===== src/rtl/dual_char_serializer.sv =====
module dual_char_serializer #(
  parameter int AW       = 6,
  parameter int SLOT_CYC = 4
) (
  input  logic          clk,
  input  logic          rst_n,
  input  logic          slot_stb,
  input  logic [AW-1:0] slot_addr,
  input  logic          disp_en,
  input  logic [15:0]   mem_data,
  output logic          char_valid,
  output logic [6:0]    char_glyph,
  output logic          char_rev,
  output logic [AW:0]   char_col
);
  localparam int HALF = SLOT_CYC / 2;
  localparam int CW   = $clog2(SLOT_CYC + 1);

  logic [7:0]    lo_q, hi_q;
  logic [AW-1:0] addr_q;
  logic [CW-1:0] cnt;
  logic          live;

  always_ff @(posedge clk) begin
    if (!rst_n) begin
      lo_q   <= '0;
      hi_q   <= '0;
      addr_q <= '0;
      cnt    <= CW'(SLOT_CYC);
      live   <= 1'b0;
    end else if (slot_stb) begin
      cnt <= '0;
      if (disp_en) begin
        lo_q   <= mem_data[7:0];
        hi_q   <= mem_data[15:8];
        addr_q <= slot_addr;
        live   <= 1'b1;
      end else begin
        lo_q   <= '0;
        hi_q   <= '0;
        addr_q <= '0;
        live   <= 1'b0;
      end
    end else if (cnt != CW'(SLOT_CYC)) begin
      cnt <= cnt + 1'b1;
      if (cnt == CW'(SLOT_CYC - 1)) begin
        live <= 1'b0;
        lo_q <= '0;
        hi_q <= '0;
      end
    end
  end

  wire       second = (cnt >= CW'(HALF));
  wire [7:0] shown  = second ? hi_q : lo_q;

  assign char_valid = live;
  assign char_glyph = live ? shown[6:0] : 7'd0;
  assign char_rev   = live & shown[7];
  assign char_col   = live ? {addr_q, second} : '0;
endmodule



===== config.mk =====
export PLATFORM = sky130hd
export DESIGN_NAME = dual_char_serializer
export DESIGN_NICKNAME = d
export VERILOG_FILES = /design/src/rtl/dual_char_serializer.sv
export SDC_FILE = /design/constraint.sdc
export NUM_CORES = 1
export LEC_CHECK = 0
export ABC_AREA = 1
export BUFFER_PORTS_ARGS = -buffer_cell sky130_fd_sc_hd__buf_4
export CORE_ASPECT_RATIO = 0.75
export CORE_UTILIZATION = 30
export CTS_CLUSTER_SIZE = 16
export DETAILED_ROUTE_END_ITERATION = 8
export SLEW_MARGIN = 10
export SYNTH_ARGS = -nofsm -noshare
export SYNTH_HDL_FRONTEND = slang
export SYNTH_SLANG_ARGS = --single-unit

===== constraint.sdc =====
create_clock -name clk -period 1.3 [get_ports clk]
set_input_delay 0.26 -clock clk [delete_from_list [all_inputs] [get_ports clk]]
set_output_delay 0.26 -clock clk [all_outputs]
set_load 0.01 [all_outputs]

==> impl_results.md <==
- Least setup slack across all paths after layout: -0.1869 ns
- Number of synthesized flops with an enable pin: 0
- Sort of element at the start of the critical path: flop
- Proportion of layout cells with a drive suffix above 1: a little under three fifths
- Number of nets produced by synthesis: 194
- Clk root buf: sky130_fd_sc_hd__clkbuf_8
- Category of the most critical setup path: reg -> out
- Highest fanout seen on the critical path: 4
- Leakage component of the power: between 0.8 and 0.9 nW
- Number of core rows: 20
- Area share of the largest cell type after synthesis: approximately 40%
- Die Ht: 58.52 microns
- Setup repair after global routing missed its margin: true
- Max Root-Sink Buffers: 2
- Setup total negative slack: -1.841 ns
- Achievable clock frequency: 672.6 MHz
- Hold buffers post-CTS: 0
- Maximum clock skew at final layout: a little under 0.004 ns
- CTS tree: done
- Number of maximum-capacitance violations: 0
- GRT Resource Usage Total: 15.14%
- Async set or reset register ratio after synthesis: 0%
- Final net count: 248
- N_diodes: 0
- Arrival @ worst endpoint: ~1.2 ns
- Post-Synthesis Cell Area: 1277 sq um
- Cell type with the highest aggregate area in the netlist: sky130_fd_sc_hd__dfxtp_1
- Total CTS buffers: 3
- Die Outline Area: roughly 4500 sq um
- Violations in the final reports: negative setup slack
- YS warnings: 0
- Initial cell density of the core: 31.51%
- Library cells used by synthesis: 19
- Mean post-synth cell area: roughly 7.7 sq um
- Most frequently used cell type in the post-synthesis netlist: sky130_fd_sc_hd__nand2_1
- GRT overflow: 0
- Post-DR wirelength/cell: roughly 13 microns
- Count of buffers inserted at the top-level ports: between 40 and 50
- Result of the run: complete, but fails checks
- Total detailed-routing wirelength: 3.424 mm
- Area added between synthesis and finish: 58.67%
- Length of routed wiring on met1: 1.595 mm
- Detailed-route DRC error count: 0
- Pins over their slew limit: 0
- Vias per cell: 4.608
- Final setup violation count: 15
- Required time of the worst setup path: between 1 and 1.5 ns
- CTS HTree Levels: 1
- Met3 layer wire length in the routed design: between 200 and 300 microns
- Ports placed on the boundary: 42
- Detailed Route Iter0 Violations: 54
- Die span in x: roughly 77 microns
- First-pass detailed-route iteration total: 4
- Final Total Pwr: 1.855 mW
- Max-slew headroom at the worst pin: 82.67%
- Top_reg_cell synth: sky130_fd_sc_hd__dfxtp_1
- Fin cells: 273
- Placeable core area: 4054 sq um
- Number of synthesized register bits: 26
- Via count of the first global-routing pass: about 1,200
- GPL Wtd Cong: slightly below 0.7
- Leading cell types by total area after synthesis: sky130_fd_sc_hd__dfxtp_1 (41%), sky130_fd_sc_hd__nand2_1 (13%), sky130_fd_sc_hd__nand3_2 (7.8%)
- Mapped Cells: 165
- Sum of net half-perimeters after detailed placement: 2.247 mm
- Number of vias in the routed layout: 1,258
- Sequential element share of the synthesized area: 40.74%
- Clock slew at reported path FFs: 0.09 ns
- Most common library cells after synthesis: sky130_fd_sc_hd__nand2_1 (45), sky130_fd_sc_hd__dfxtp_1 (26), sky130_fd_sc_hd__a21oi_1 (16)
- Slew at the pin closest to its max-slew limit: 0.2596 ns
- First-pass GRT wire length: 5.388 mm
- Crit path capture type: output pin
- Hold Vio Cnt, Final: 0
- Initial antenna violation count: 0
- Insertion delay to the later sink of the worst-skew pair: 0.27 ns
- CTS Sinks: 26
- Worst VDD drop: 0.5744 mV
- Highest metal used: met4
- Routed wire length on met2: about 1.5 mm
- Pin count of the biggest net entering global routing: 26
- Design area: 2027 sq um
- Final worst-path cycle share: 114.4%
- Total power per unit cell area: 915.2 nW/um^2
- Worst min-delay path category: in -> reg
- Antenna-violating nets left: 0
- DP Cell Count: 261
- Min cycle time layout: 1.487 ns
- Total cell area at the placement stage: 1682 sq um
## sequential cells by signal (all words and copies together), names as in the netlist
| register | count |
|---|---|
| addr_q | 6 |
| cnt | 3 |
| char_valid | 1 |
| lo_q | 8 |
| hi_q | 8 |
## layer usage
layer	up-vias	GRT usage [%]
li1	643	-
met3	6	5.581
met4	0	4.313
met2	44	23.89
met5	-	0
met1	565	19.53
## critical path, cell delays in order (launching register included)
cell	delay, ns
sky130_fd_sc_hd__dfxtp_4	0.36
sky130_fd_sc_hd__nor2_4	0.16
sky130_fd_sc_hd__buf_6	0.14
sky130_fd_sc_hd__nand2_1	0.06
sky130_fd_sc_hd__a21oi_2	0.11
sky130_fd_sc_hd__buf_4	0.12
## cell type report
cell class	instances	area, sq um
inverters	15	56.30
fillers	400	2027
clock buffers	3	41.29
repair buffers	55	495.5
well taps	55	68.82
multi-input cells	118	803.3
flip-flops and latches	26	531.8
clock inverters	1	30.03
## worst paths after layout
kind / start / to / slack [ns] / cells past startpoint
hold reg to reg: lo_q[2] / lo_q[2] / 0.48 / 2
hold / removal: rst_n / cnt[2] / 0.17 / 2
setup / recovery: cnt[2] / char_glyph[5] / -0.19 / 5
setup reg to reg: cnt[1] / lo_q[0] / 0.04 / 6
## repair_timing
action | CTS | global route
gates cloned | 0 | 2
resized for setup | 38 | 30
pin swaps | 9 | 7
endpoints found under the hold margin | 0 | 0
buffers inserted | 5 | 1
setup endpoints to repair | 15 | 29
## logic make-up after synthesis
logic type	share of synthesized area (%)
simple gates	31.54
compound gates	15.87
flops	40.74
buf+inv	8.911
fa+ha+maj	2.939
## cells in the final DEF (no fill, tap or decap), types with 4 or more instances in the layout
master / Yosys / layout
sky130_fd_sc_hd__inv_1: 14 / 7
sky130_fd_sc_hd__nand2_1: 45 / 39
sky130_fd_sc_hd__inv_2: 0 / 7
sky130_fd_sc_hd__dfxtp_1: 26 / 23
sky130_fd_sc_hd__buf_4: 2 / 40
sky130_fd_sc_hd__nor2_1: 15 / 10
sky130_fd_sc_hd__nand3_2: 10 / 14
sky130_fd_sc_hd__o21ai_0: 7 / 4
sky130_fd_sc_hd__a21oi_1: 16 / 10
sky130_fd_sc_hd__nor2_2: 0 / 5
sky130_fd_sc_hd__nand2_4: 1 / 8
sky130_fd_sc_hd__a21oi_2: 10 / 16
sky130_fd_sc_hd__buf_6: 0 / 12
## report_power, final
part           switching, mW  leakage (nW)  total (mW)  internal, mW
Clock                  0.262        0.0357       0.674         0.412
Sequential            0.0264         0.214       0.851         0.825
Combinational          0.167         0.647       0.330         0.163
## per-stage QoR
stage,hold WS [ns],util (%),setup WS [ns]
5_1_grt,0.1600,50.00,-0.2506
3_5_place_dp,0.4566,41.48,0.02191
6_report,0.1661,50.00,-0.1869
2_1_floorplan,0.3287,-,0.04264
3_3_place_gp,0.4533,41.48,0.03956
4_1_cts,0.1587,46.39,-0.1877
(Power assumes the default switching activity.)
